**src/rtl/scan_act_pkg.sv**
```systemverilog
package scan_act_pkg;

  typedef enum logic [1:0] {
    EV_IDLE    = 2'd0,
    EV_SHIFT   = 2'd1,
    EV_CAPTURE = 2'd2
  } ev_kind_t;

  localparam int NUM_CTR   = 4;
  localparam int CTR_SHIN  = 0;
  localparam int CTR_SHOUT = 1;
  localparam int CTR_CAP   = 2;
  localparam int CTR_TOTAL = 3;

endpackage

```
**src/rtl/sam_toggle_split.sv**
```systemverilog
// Splits the toggles of one chain clock into incoming-pattern and
// outgoing-response parts using the shift ordinal.
module sam_toggle_split #(
  parameter int N  = 8,
  parameter int IW = 4,
  parameter int CW = 4
) (
  input  logic [N-1:0]  delta,
  input  logic [IW-1:0] shift_ord,
  output logic [CW-1:0] in_n,
  output logic [CW-1:0] out_n,
  output logic [CW-1:0] all_n
);

  logic [N-1:0] in_mask;

  for (genvar g = 0; g < N; g++) begin : g_mask
    assign in_mask[g] = (shift_ord > IW'(g));
  end

  function automatic logic [CW-1:0] ones(input logic [N-1:0] v);
    logic [CW-1:0] c;
    c = '0;
    for (int i = 0; i < N; i++) c = c + CW'(v[i]);
    return c;
  endfunction

  assign in_n  = ones(delta & in_mask);
  assign out_n = ones(delta & ~in_mask);
  assign all_n = ones(delta);

endmodule

```
**src/rtl/sam_predict.sv**
```systemverilog
// Weighted shift-in toggle estimate for the next pattern.
module sam_predict #(
  parameter int N  = 8,
  parameter int PW = 6
) (
  input  logic          clk,
  input  logic          rst_n,
  input  logic [N-1:0]  pat,
  input  logic          head,
  output logic [PW-1:0] pred
);

  function automatic logic [PW-1:0] weigh(input logic [N-1:0] p, input logic h);
    logic [PW-1:0] acc;
    acc = (h != p[N-1]) ? PW'(N) : '0;
    for (int j = 0; j < N - 1; j++) begin
      if (p[j+1] != p[j]) acc = acc + PW'(j + 1);
    end
    return acc;
  endfunction

  always_ff @(posedge clk or negedge rst_n) begin
    if (!rst_n) pred <= '0;
    else        pred <= weigh(pat, head);
  end

endmodule

```
**src/rtl/sam_sat_acc.sv**
```systemverilog
// Saturating accumulator with synchronous clear.
module sam_sat_acc #(
  parameter int W  = 16,
  parameter int IW = 4
) (
  input  logic          clk,
  input  logic          rst_n,
  input  logic          clr,
  input  logic          en,
  input  logic [IW-1:0] inc,
  output logic [W-1:0]  q
);

  localparam int SW = W + 1;

  logic [SW-1:0] sum;
  logic [W-1:0]  q_nxt;

  always_comb begin
    sum   = {1'b0, q} + SW'(inc);
    q_nxt = sum[W] ? '1 : sum[W-1:0];
  end

  always_ff @(posedge clk or negedge rst_n) begin
    if (!rst_n)   q <= '0;
    else if (clr) q <= '0;
    else if (en)  q <= q_nxt;
  end

endmodule

```
**src/rtl/sam_peak_hold.sv**
```systemverilog
// Keeps the largest sample seen since clear.
module sam_peak_hold #(
  parameter int CW = 4
) (
  input  logic          clk,
  input  logic          rst_n,
  input  logic          clr,
  input  logic          en,
  input  logic [CW-1:0] sample,
  output logic [CW-1:0] peak
);

  always_ff @(posedge clk or negedge rst_n) begin
    if (!rst_n)                   peak <= '0;
    else if (clr)                 peak <= '0;
    else if (en && sample > peak) peak <= sample;
  end

endmodule

```
**src/rtl/scan_activity_mon.sv**
```systemverilog
module scan_activity_mon
  import scan_act_pkg::*;
#(
  parameter int N         = 8,
  parameter int CNT_W     = 16,
  parameter int SHIFT_LEN = N,
  localparam int IW = $clog2(N + 1),
  localparam int CW = $clog2(N + 1),
  localparam int PW = $clog2(N * (N + 1) / 2 + 1)
) (
  input  logic             clk,
  input  logic             rst_n,
  input  logic             clr,
  input  logic             scan_en,
  input  logic             shift_stb,
  input  logic [N-1:0]     chain_q,
  input  logic [N-1:0]     next_pat,
  output logic [PW-1:0]    pred_shin,
  output logic [CNT_W-1:0] shin_cnt,
  output logic [CNT_W-1:0] shout_cnt,
  output logic [CNT_W-1:0] cap_cnt,
  output logic [CNT_W-1:0] total_cnt,
  output logic [CW-1:0]    peak_cnt,
  output logic             done
);

  // Previous chain state and per-clock difference.
  logic [N-1:0]  prev_q;
  logic [N-1:0]  delta;
  logic [IW-1:0] ord_q;
  logic [IW-1:0] shift_ord;
  ev_kind_t      ev;
  logic          shift_ev;
  logic          cap_ev;
  logic [CW-1:0] in_n, out_n, all_n;

  always_ff @(posedge clk or negedge rst_n) begin
    if (!rst_n) prev_q <= '0;
    else        prev_q <= chain_q;
  end

  assign delta = chain_q ^ prev_q;

  always_comb begin
    if (!shift_stb)   ev = EV_IDLE;
    else if (scan_en) ev = EV_SHIFT;
    else              ev = EV_CAPTURE;
  end

  assign shift_ev = (ev == EV_SHIFT);
  assign cap_ev   = (ev == EV_CAPTURE);

  // Shift ordinal: number of shift clocks since scan_en rose, saturating at N.
  always_ff @(posedge clk or negedge rst_n) begin
    if (!rst_n)                           ord_q <= '0;
    else if (clr || !scan_en)             ord_q <= '0;
    else if (shift_ev && ord_q < IW'(N))  ord_q <= ord_q + 1'b1;
  end

  // Ordinal of the shift happening in this cycle.
  assign shift_ord = (ord_q < IW'(N)) ? ord_q + 1'b1 : ord_q;

  always_ff @(posedge clk or negedge rst_n) begin
    if (!rst_n) done <= 1'b0;
    else        done <= !clr && shift_ev && (ord_q == IW'(SHIFT_LEN - 1));
  end

  sam_toggle_split #(.N(N), .IW(IW), .CW(CW)) u_split (
    .delta     (delta),
    .shift_ord (shift_ord),
    .in_n      (in_n),
    .out_n     (out_n),
    .all_n     (all_n)
  );

  sam_predict #(.N(N), .PW(PW)) u_pred (
    .clk   (clk),
    .rst_n (rst_n),
    .pat   (next_pat),
    .head  (chain_q[0]),
    .pred  (pred_shin)
  );

  // Counter bank.
  logic [CW-1:0]    ctr_inc [NUM_CTR];
  logic             ctr_en  [NUM_CTR];
  logic [CNT_W-1:0] ctr_q   [NUM_CTR];

  always_comb begin
    ctr_inc[CTR_SHIN]  = in_n;
    ctr_en [CTR_SHIN]  = shift_ev;
    ctr_inc[CTR_SHOUT] = out_n;
    ctr_en [CTR_SHOUT] = shift_ev;
    ctr_inc[CTR_CAP]   = all_n;
    ctr_en [CTR_CAP]   = cap_ev;
    ctr_inc[CTR_TOTAL] = all_n;
    ctr_en [CTR_TOTAL] = shift_ev || cap_ev;
  end

  for (genvar k = 0; k < NUM_CTR; k++) begin : g_ctr
    sam_sat_acc #(.W(CNT_W), .IW(CW)) u_acc (
      .clk   (clk),
      .rst_n (rst_n),
      .clr   (clr),
      .en    (ctr_en[k]),
      .inc   (ctr_inc[k]),
      .q     (ctr_q[k])
    );
  end

  assign shin_cnt  = ctr_q[CTR_SHIN];
  assign shout_cnt = ctr_q[CTR_SHOUT];
  assign cap_cnt   = ctr_q[CTR_CAP];
  assign total_cnt = ctr_q[CTR_TOTAL];

  sam_peak_hold #(.CW(CW)) u_peak (
    .clk    (clk),
    .rst_n  (rst_n),
    .clr    (clr),
    .en     (shift_ev || cap_ev),
    .sample (all_n),
    .peak   (peak_cnt)
  );

endmodule

```
**config.mk**
```make
export PLATFORM = sky130hd
export DESIGN_NAME = scan_activity_mon
export DESIGN_NICKNAME = d
export VERILOG_FILES = /design/src/rtl/scan_act_pkg.sv /design/src/rtl/sam_toggle_split.sv /design/src/rtl/sam_predict.sv /design/src/rtl/sam_sat_acc.sv /design/src/rtl/sam_peak_hold.sv /design/src/rtl/scan_activity_mon.sv
export SDC_FILE = /design/constraint.sdc
export NUM_CORES = 1
export LEC_CHECK = 0
export BUFFER_PORTS_ARGS = -buffer_cell sky130_fd_sc_hd__buf_2
export CAP_MARGIN = 20
export CORE_AREA = 2 2 118 120
export CTS_BUF_LIST = sky130_fd_sc_hd__clkbuf_16
export DETAILED_ROUTE_END_ITERATION = 8
export DIE_AREA = 0 0 120 122
export HOLD_SLACK_MARGIN = 0.02
export PLACE_DENSITY = 0.73
export SYNTH_ARGS = -nofsm -noshare
export SYNTH_HDL_FRONTEND = slang
export SYNTH_HIERARCHICAL = 1
export SYNTH_SLANG_ARGS = --single-unit
export TNS_END_PERCENT = 5
```
**constraint.sdc**
```tcl
create_clock -name clk -period 4.9 [get_ports clk]
set_input_delay 0.245 -clock clk [delete_from_list [all_inputs] [get_ports clk]]
set_output_delay 0.245 -clock clk [all_outputs]
set_load 0.01 [all_outputs]
```
# Yosys cells after proc, flatten, opt, wreduce, memory -nomap -nowiden
# Index checks and enable logic that the tools add are counted.
[totals] ff_bits=87 out_inout_bits=75 word_cells=107
[op_classes] bitwise=4 reduce_logical=13 addsub=33 n_lt_le_gt_ge=10 n_eq_ne=11 n_mux=27
[ops] op="16-bit two-way mux" count=12
[ops] op="4-bit by 1-bit adder with 4-bit output" count=18
[ops] op="16-bit by 4-bit adder with 17-bit output" count=4
[ops] op="6-bit two-way mux" count=7
[ops] op="6-bit by 3-bit adder with 6-bit output (second input constant)" count=4
[ops] op="4-bit two-way mux" count=6
[ops] op="8-bit AND" count=2
[ops] op="4-bit by 3-bit > comparator with 1-bit output (second input constant)" count=4
[ops] op="6-bit by 2-bit adder with 6-bit output (second input constant)" count=2
[ops] op="2-bit nonzero test" count=5
[ops] op="4-bit by 1-bit > comparator with 1-bit output (second input constant)" count=2
[ops] op="4-bit by 2-bit > comparator with 1-bit output (second input constant)" count=2
[ops] op="1-bit != test" count=8
[ops] op="8-bit NOT" count=1
[ops] op="8-bit XOR" count=1
[ops] op="1-bit by 1-bit adder with 2-bit output" count=3
[ops] op="6-bit by 1-bit adder with 6-bit output (second input constant)" count=1
[ops] op="4-bit by 1-bit adder with 4-bit output (second input constant)" count=1
[ops] op="4-bit by 3-bit equality test with 1-bit output (second input constant)" count=1
[ops] op="4-bit > comparator" count=1
[ops] op="1-bit logical AND" count=4
[ops] op="4-bit < comparator (second input constant)" count=1
[ops] op="2-bit two-way mux" count=2
[ops] op="2-bit by 1-bit equality test with 1-bit output (second input constant)" count=1
[ops] op="other kinds (3)" count=5

# Longest topological paths before layout
# Gate-level depths: netlist of the first run.
[logic_depth] word_depth=16 depth_mapped=20

# By module
# The synthesis of the first run kept the hierarchy.
[modules_own_cells] module="sam_sat_acc at g_ctr[0].u_acc ..." cells_per_inst=103 n_inst=3 area_each_um2=1029.7 seq_area_each_um2=400.4
[modules_own_cells] module="sam_sat_acc at g_ctr[3].u_acc" cells_per_inst=103 n_inst=1 area_each_um2=1031.0 seq_area_each_um2=400.4
[modules_own_cells] module="sam_predict" cells_per_inst=97 n_inst=1 area_each_um2=875.8 seq_area_each_um2=150.1
[modules_own_cells] module="sam_toggle_split" cells_per_inst=73 n_inst=1 area_each_um2=635.6 seq_area_each_um2=0.0
[modules_own_cells] module="scan_activity_mon" cells_per_inst=47 n_inst=1 area_each_um2=574.3 seq_area_each_um2=325.3
[modules_own_cells] module="sam_peak_hold" cells_per_inst=30 n_inst=1 area_each_um2=312.8 seq_area_each_um2=100.1

# Worst setup path before layout of the first run
# OpenSTA, ideal clock, no wires.
[synth_path] path_type="flip-flop to flip-flop" from="register ord_q[0]" to="register g_ctr[0].u_acc.q[14]" slack_ns=-0.095 path_buffers=0 stages_incl_launch_ff=19 period_less_slack_ns=4.995 arrival_ns=4.895 path_cell_list="dfrtp_1 > ha_1 > mux2_2 > nor4_2 > nor2b_1 > fa_1 > inv_1 > fa_1 > inv_1 > fa_1 > ha_1 > inv_1 > fa_1 > xnor2_1 > ha_1 > nand3_1 > a21oi_1 > a41oi_1 > a311oi_1"
[synth_between] elab_chain_cells=15
[synth_rtl] element="start: declaration" line="scan_activity_mon.sv:30" rtl="logic [IW-1:0] ord_q;"
[synth_rtl] element="start signal: assignment" line="scan_activity_mon.sv:57" rtl="else if (shift_ev && ord_q < IW'(N)) ord_q <= ord_q + 1'b1;"
[synth_rtl] element="4-bit by 1-bit adder with 4-bit output / 4-bit < comparator (equally long branches)" line="scan_activity_mon.sv:61" rtl="assign shift_ord = (ord_q < IW'(N)) ? ord_q + 1'b1 : ord_q;"
[synth_rtl] element="4-bit two-way mux (*)" line="scan_activity_mon.sv:61"
[synth_rtl] element="net shift_ord[1]" line="scan_activity_mon.sv:31" rtl="logic [IW-1:0] shift_ord;"
[synth_rtl] element="4-bit by 1-bit > comparator with 1-bit output" line="sam_toggle_split.sv:18" rtl="assign in_mask[g] = (shift_ord > IW'(g));"
[synth_rtl] element="8-bit AND (*)" line="sam_toggle_split.sv:28" rtl="assign in_n = ones(delta & in_mask);"
[synth_rtl] element="1-bit by 1-bit adder with 2-bit output" line="sam_toggle_split.sv:24" rtl="for (int i = 0; i < N; i++) c = c + CW'(v[i]);"
[synth_rtl] element="4-bit by 1-bit adder with 4-bit output (5 in series)" line="sam_toggle_split.sv:24"
[synth_rtl] element="4-bit by 1-bit adder with 4-bit output (*)" line="sam_toggle_split.sv:24"
[synth_rtl] element="net in_n[2]" line="scan_activity_mon.sv:35" rtl="logic [CW-1:0] in_n, out_n, all_n;"
[synth_rtl] element="16-bit by 4-bit adder with 17-bit output (*)" line="sam_sat_acc.sv:20" rtl="sum = {1'b0, q} + SW'(inc);"
[synth_rtl] element="16-bit two-way mux (*)" line="sam_sat_acc.sv:21" rtl="q_nxt = sum[W] ? '1 : sum[W-1:0];"
[synth_rtl] element="16-bit two-way mux (*)" line="sam_sat_acc.sv:27" rtl="else if (en) q <= q_nxt;"
[synth_rtl] element="16-bit two-way mux (*)" line="sam_sat_acc.sv:26" rtl="else if (clr) q <= '0;"
[synth_rtl] element="end signal: assignment" line="sam_sat_acc.sv:27"
[synth_rtl] element="end: declaration" line="sam_sat_acc.sv:11" rtl="output logic [W-1:0] q"
# The timed path passes the listed nets; every way through them passes the cells marked *. The select of a mux whose other input is x is not followed.
# A chain may end at the register's enable or synchronous reset.

# Worst setup path in the final report of the first run
[layout_path] from="register ord_q[1]" to="register g_ctr[0].u_acc.q[6]"
# Same word-level chain as after synthesis.

==> results.yml, run 1 <==
global_route:
  grt_overflow: 0
  gr-usage-met2_pct: 37.36
  grt_pass1_vias: 5659
  grt_pass1_wl_mm: 27.05
  grt_max_degree: 75
  met3_usage_pct: 4.354
  met1_usage_pct: 28.79
  busiest_layer: "met2"
  antenna_found_initial: 0
  grt.total_usage_pct: 22.60
route:
  routedWlPerCell_um: 18.00
  dr.pass1.iters: 5
  final_antenna_net_count: 0
  vias: 5930
  routed_wl_mm: 17.23
  drcViolationCount: 0
  drtIter0Drc: 617
  viasPerCell: 6.196
placed_design:
  gp_congestion: 0.9172
  preCtsSetupSlack_ns: -0.4416
  hpwl_mm: 11.52
  io_buffers: 95
yosys:
  synth.area.top_cells: "dfrtp_1 33%, ha_1 6.5%, a311oi_1 5.1%"
  yosys_warnings: 6
  yosys_most_used_dff: "dfrtp_1"
  syn_inst: 659
  synth_top_area_share_pct: 33.40
  yosysTopAreaCell: "dfrtp_1"
  synth.distinct_cells: 70
  synthesis.area_um2: 6519
  ys_async_sr_fraction_pct: 100.0
  synth-edff-count: 0
  syn-num-nets: 730
  avgSynthCellArea_um2: 9.892
  ys_seq_area_share_pct: 33.40
  synth.most_common_cell: "dfrtp_1"
  synth_seq_cells: 87
  synth_common_cells: "87 x dfrtp_1, 45 x inv_1, 44 x nor2_1"
worst_setup_path:
  crit_chain: "ha_1 -> mux2_4 -> nor4_4 -> nor2b_2 -> fa_1 -> inv_1 -> fa_1 -> inv_1 -> fa_1 -> ha_2 -> inv_2 -> fa_2 -> xnor2_4 -> ha_4 -> nand3_4 -> a21o_1 -> or4_4 -> a21oi_2"
  critical-path-max-stage-delay_ns: 0.52
  reg2reg_depth: 18
  crit_path_frequent_cell: "fa_1"
  slowest_stage: "fa_1"
  critPathRequiredTime_ns: 5.16
  worstSetupStartpointType: "register"
  critPathBufInv: 3
  path_class: "reg2reg"
  cp-end-kind: "register"
  cpLargestDelayFamily: "adder cells"
  arrival_ns: 5.39
  crit_cells: 18
  crit_fanout: 4
timing:
  final_max_slew_viol_count: 0
  post-route-period-util_pct: 104.5
  post-route-min-period_ns: 5.122
  fmax_mhz: 195.2
  tightest_slew_ns: 1.014
  setup_viol_count_final: 25
  finClkSkew_ns: 0.008983
  final_hold_viol_count: 0
  layout_setup_ws_ns: -0.2220
  maxSlewHeadroom_pct: 32.43
  rsz0062_at_grt: "true"
  fin_setup_tns_ns: -2.207
status:
  violations: "setup timing"
  status: "finished with violations"
floorplan:
  die_w_um: 120
  die_h_um: 122
  ios: 96
  initial_core_util_pct: 48.27
  coreArea_um2: 13500
  num_rows: 43
  dieArea_um2: 14640
clock_network:
  insertion_delay_ns: 0.35
  clock_sinks: 87
  cts_root_buffer: "clkbuf_16"
  numCtsBuffers: 9
  cts_buffer_depth: 2
  htree_num_levels: 3
  clk_pin_slew_ns: 0.07
  cts_tree: "built"
final_layout:
  area_delta_synth_final_pct: 23.07
  drive_gt1_share_pct: 31.15
  nets: 843
  n_antenna_cell: 0
pwr:
  finalPower_w: 0.002653
  p_per_area_nw_per_um2: 330.7
  irDropWorstVdd_mv: 0.2242
  leakagePower_nw: 3.534
min_path:
  hold_depth: 1
  hp-class: "in2reg"
flow_run:
  maxCapViolCount: 0
## power breakdown
| part | total, W | leakage, nW | switching (W) | internal [W] |
|---|---|---|---|---|
| Clock | 0.000788 | 0.160 | 0.000293 | 0.000495 |
| Sequential | 0.000817 | 1.17 | 0.0000436 | 0.000773 |
| Combinational | 0.00105 | 2.20 | 0.000596 | 0.000452 |
| Total | 0.00265 | 3.53 | 0.000933 | 0.00172 |
## worst register-to-register path, cell delays in order, from the launching register on
cell,delay (ns)
dfrtp_1,0.39
ha_1,0.31
mux2_4,0.30
nor4_4,0.32
nor2b_2,0.09
fa_1,0.52
inv_1,0.05
fa_1,0.49
inv_1,0.06
fa_1,0.49
ha_2,0.20
inv_2,0.05
fa_2,0.41
xnor2_4,0.18
ha_4,0.29
nand3_4,0.10
a21o_1,0.23
or4_4,0.42
a21oi_2,0.14
## path summary, 6_finish.rpt
check | from | end | slack, ns
worst max-delay path | ord_q[1]$_DFFE_PN0P_ | g_ctr[0].u_acc/q[6]$_DFFE_PN0P_ | -0.22
worst min-delay path | chain_q[2] | prev_q[2]$_DFF_PN0_ | 0.03
worst max register to register | ord_q[1]$_DFFE_PN0P_ | g_ctr[0].u_acc/q[6]$_DFFE_PN0P_ | -0.22
worst min register to register | u_peak/peak[1]$_DFFE_PN0P_ | u_peak/peak[1]$_DFFE_PN0P_ | 0.57
max in group asynchronous | rst_n | ord_q[1]$_DFFE_PN0P_ | 3.43
min in group asynchronous | rst_n | g_ctr[1].u_acc/q[12]$_DFFE_PN0P_ | 0.38
## stage by stage
stage / hold WS (ns) / cell area, µm² / std cells / utilization [%]
after global placement: 0.2171 / 7238 / 933 / 53.60
after floorplan: -0.05059 / 6545 / 659 / -
after detailed placement: 0.2150 / 7238 / 933 / 53.60
after global routing: 0.02562 / 8023 / 957 / 59.41
final: 0.02725 / 8023 / 957 / 59.41
after CTS: 0.02204 / 7777 / 953 / 57.59
## timing repair
item,in CTS,in global routing
gates cloned,1,0
gates resized for setup,27,39
hold buffers,1,0
pin swaps,18,42
buffers inserted,2,4
endpoints found under the setup margin,32,32
hold endpoints to repair,31,0
## layer usage
metal	up-vias	wire length [µm]
li1	2712	-
met1	2930	7205
met2	245	8602
met3	43	964
met4	0	454
met5	-	0
## final cells by class
class | instances | area (µm²)
fill | 1095 | 5482
multi-input combinational | 508 | 4434
sequential | 87 | 2177
timing repair buffer | 120 | 675.6
clock buffer | 9 | 225.2
tap | 180 | 225.2
inverter | 46 | 172.7
clock inverter | 7 | 112.6
## layout by cell type, fill, tap and decap left out, types with 5 or more instances in the layout
cell       count
a21oi_4        5
nand3b_1       6
nor4_4         5
nand4_1        6
nand3_1       16
dfrtp_1       87
inv_1         42
a41oi_1       13
xor2_1        17
xnor2_1       22
xnor2_2        6
nand2b_1      12
nor3_1        23
mux2i_1        7
nor2b_1       10
a211oi_1      11
nand2_1       27
buf_4         23
nand3_4        6
a311oi_1      36
clkbuf_16      9
fa_1          12
a21oi_1       35
inv_2          5
a21o_1        12
a21oi_2        6
o21ai_0        8
ha_1          28
a31oi_1       18
and2_1         8
nor4_1         6
and3_1         9
nor2_1        43
buf_2         94
## registers in the layout, summed over array words and instances (netlist names)
name	cells
g_ctr.u_acc/q	64
prev_q	8
u_pred/pred	6
ord_q	4
u_peak/peak	4
done	1
## kinds of logic (layout without fill, tap and decap cells)
logic type,Yosys count,count (layout),share of synthesized area (%)
AND/OR/NAND/NOR,220,221,21.44
AO/OA/AOI/OAI,181,181,20.65
flip-flops,87,87,33.40
buffers and inverters,65,182,4.875
adder cells (fa/ha/maj),51,51,11.61
XOR/XNOR,47,47,6.776
multiplexers,8,8,1.248
No activity file was read; power rests on OpenSTA's default activity.
==> run 2: changes to the inputs <==
--- a/config.mk
+++ b/config.mk
@@ -12,7 +12,9 @@
 export DETAILED_ROUTE_END_ITERATION = 8
 export DIE_AREA = 0 0 120 122
 export HOLD_SLACK_MARGIN = 0.02
+export MAX_ROUTING_LAYER = met4
 export PLACE_DENSITY = 0.73
+export SKIP_CTS_REPAIR_TIMING = 1
 export SYNTH_ARGS = -nofsm -noshare
 export SYNTH_HDL_FRONTEND = slang
 export SYNTH_HIERARCHICAL = 1
==> results.yml, run 2 (synthesis results as in run 1) <==
status:
  status: "complete, no violations"
global_route:
  gr-usage-met2_pct: 37.22
  met1_usage_pct: 28.59
  antenna_found_initial: 0
  grt_overflow: 0
  met3_usage_pct: 2.856
  grt_max_degree: 75
  busiest_layer: "met2"
  grt.total_usage_pct: 22.84
  grt_pass1_wl_mm: 26.47
  grt_pass1_vias: 5568
worst_setup_path:
  crit_start: "ord_q[0]$_DFFE_PN0P_"
  r2r_start: "ord_q[0]$_DFFE_PN0P_"
  crit_chain: "ha_1 -> mux2_4 -> nor4_4 -> nor2b_2 -> fa_1 -> inv_1 -> fa_1 -> inv_2 -> fa_1 -> ha_2 -> inv_2 -> fa_2 -> inv_2 -> ha_4 -> a21o_4 -> a31o_4 -> a41oi_1 -> a211oi_1"
  cp-end-kind: "register"
  critical-path-max-stage-delay_ns: 0.53
  arrival_ns: 5.08
  critPathRequiredTime_ns: 5.08
  worstSetupStartpointType: "register"
  cpLargestDelayFamily: "adder cells"
  r2r_end: "g_ctr[0].u_acc/q[13]$_DFFE_PN0P_"
  path_class: "reg2reg"
  rrSetupSlack_ns: 0.005
  reg2reg_depth: 18
  critPathBufInv: 4
  crit_fanout: 6
  slowest_stage: "fa_1"
timing:
  fin_setup_tns_ns: 0
  rsz0062_at_grt: "true"
  tightest_slew_ns: 0.9804
  post-route-period-util_pct: 99.90
  maxSlewHeadroom_pct: 34.64
  post-route-min-period_ns: 4.895
  finClkSkew_ns: 0.005691
  setup_viol_count_final: 0
  final_hold_viol_count: 0
  fmax_mhz: 204.3
  final_max_slew_viol_count: 0
final_layout:
  nFillCells: 1146
  multi_input_area_um2: 4348
  n_antenna_cell: 0
  nets: 840
  reg.largest.list: "g_ctr.u_acc/q x64, prev_q x8, u_pred/pred x6"
  mostFrequentLayoutCells: "94 x buf_2, 87 x dfrtp_1, 43 x nor2_1"
  seq_area_um2: 2177
  post-route-util_pct: 57.95
  top_register: "g_ctr.u_acc/q"
  final_common_cell: "buf_2"
  drive_gt1_share_pct: 29.84
  area_delta_synth_final_pct: 20.06
  largest_register_ffs: 64
  final_cell_area_um2: 7826
placed_design:
  io_buffers: 95
  gp_congestion: 0.9492
  hpwl_mm: 11.54
  placed_cell_area_um2: 7238
route:
  vias: 5806
  final_antenna_net_count: 0
  routedWlPerCell_um: 17.29
  routed_wl_mm: 16.50
  drtIter0Drc: 521
  dr.pass1.iters: 5
  drcViolationCount: 0
  viasPerCell: 6.086
pwr:
  leakagePower_nw: 3.467
  irDropWorstVdd_mv: 0.1890
  p_per_area_nw_per_um2: 312.9
min_path:
  hold_depth: 1
  hold_start: "chain_q[7]"
  hp-class: "in2reg"
  min_to: "prev_q[7]$_DFF_PN0_"
floorplan:
  dieArea_um2: 14640
  num_rows: 43
  initial_core_util_pct: 48.27
  ios: 96
  die_w_um: 120
  coreArea_um2: 13500
  die_h_um: 122
clock_network:
  htree_num_levels: 3
  clock_sinks: 87
  clk_pin_slew_ns: 0.06
  cts_tree: "built"
  numCtsBuffers: 9
  insertion_delay_ns: 0.34
  cts_root_buffer: "clkbuf_16"
  cts_buffer_depth: 2
flow_run:
  maxCapViolCount: 0
## run 2: final cells by class
class | count | area share, %
Tap cell | 180 | 2.878
Clock buffer | 9 | 2.878
Sequential cell | 87 | 27.82
Timing Repair Buffer | 117 | 8.249
Multi-Input combinational cell | 508 | 55.56
Clock inverter | 7 | 0.4157
Inverter | 46 | 2.206
## run 2: per-layer routing
layer / up-vias / wire length, µm
li1: 2712 / -
met1: 2858 / 7164
met2: 201 / 8211
met3: 35 / 745
met4: 0 / 374
met5: - / 0
## run 2: how the worst max path moves through the flow
| stage | endpoint | cells after the start |
|---|---|---|
| floorplan | g_ctr[1].u_acc/q[14]$_DFFE_PN0P_ | 17 |
| global placement | g_ctr[1].u_acc/q[14]$_DFFE_PN0P_ | 17 |
| detailed placement | g_ctr[1].u_acc/q[14]$_DFFE_PN0P_ | 17 |
| CTS | g_ctr[1].u_acc/q[14]$_DFFE_PN0P_ | 17 |
| global route | g_ctr[0].u_acc/q[13]$_DFFE_PN0P_ | 19 |
| finish | g_ctr[0].u_acc/q[13]$_DFFE_PN0P_ | 18 |
## run 2: stage by stage
step / hold WS, ns / cells / worst slack [ns] / total power [W]
after floorplan: -0.05059 / 659 / -0.05908 / 0.001516
final: 0.03270 / 954 / 0.005041 / 0.002449
after detailed placement: 0.2335 / 933 / -0.4153 / 0.001776
after global placement: 0.2353 / 933 / -0.1681 / 0.001714
after global routing: 0.02551 / 954 / -0.1775 / 0.002614
after CTS: -0.1348 / 949 / -0.4402 / 0.002398
## run 2: where the power goes
part	leakage (nW)	internal (W)	switching, W	total, W
Clock	0.133	0.000335	0.000282	0.000616
Sequential	1.17	0.000773	0.0000453	0.000819
Combinational	2.16	0.000437	0.000577	0.00101
Total	3.47	0.00155	0.000904	0.00245
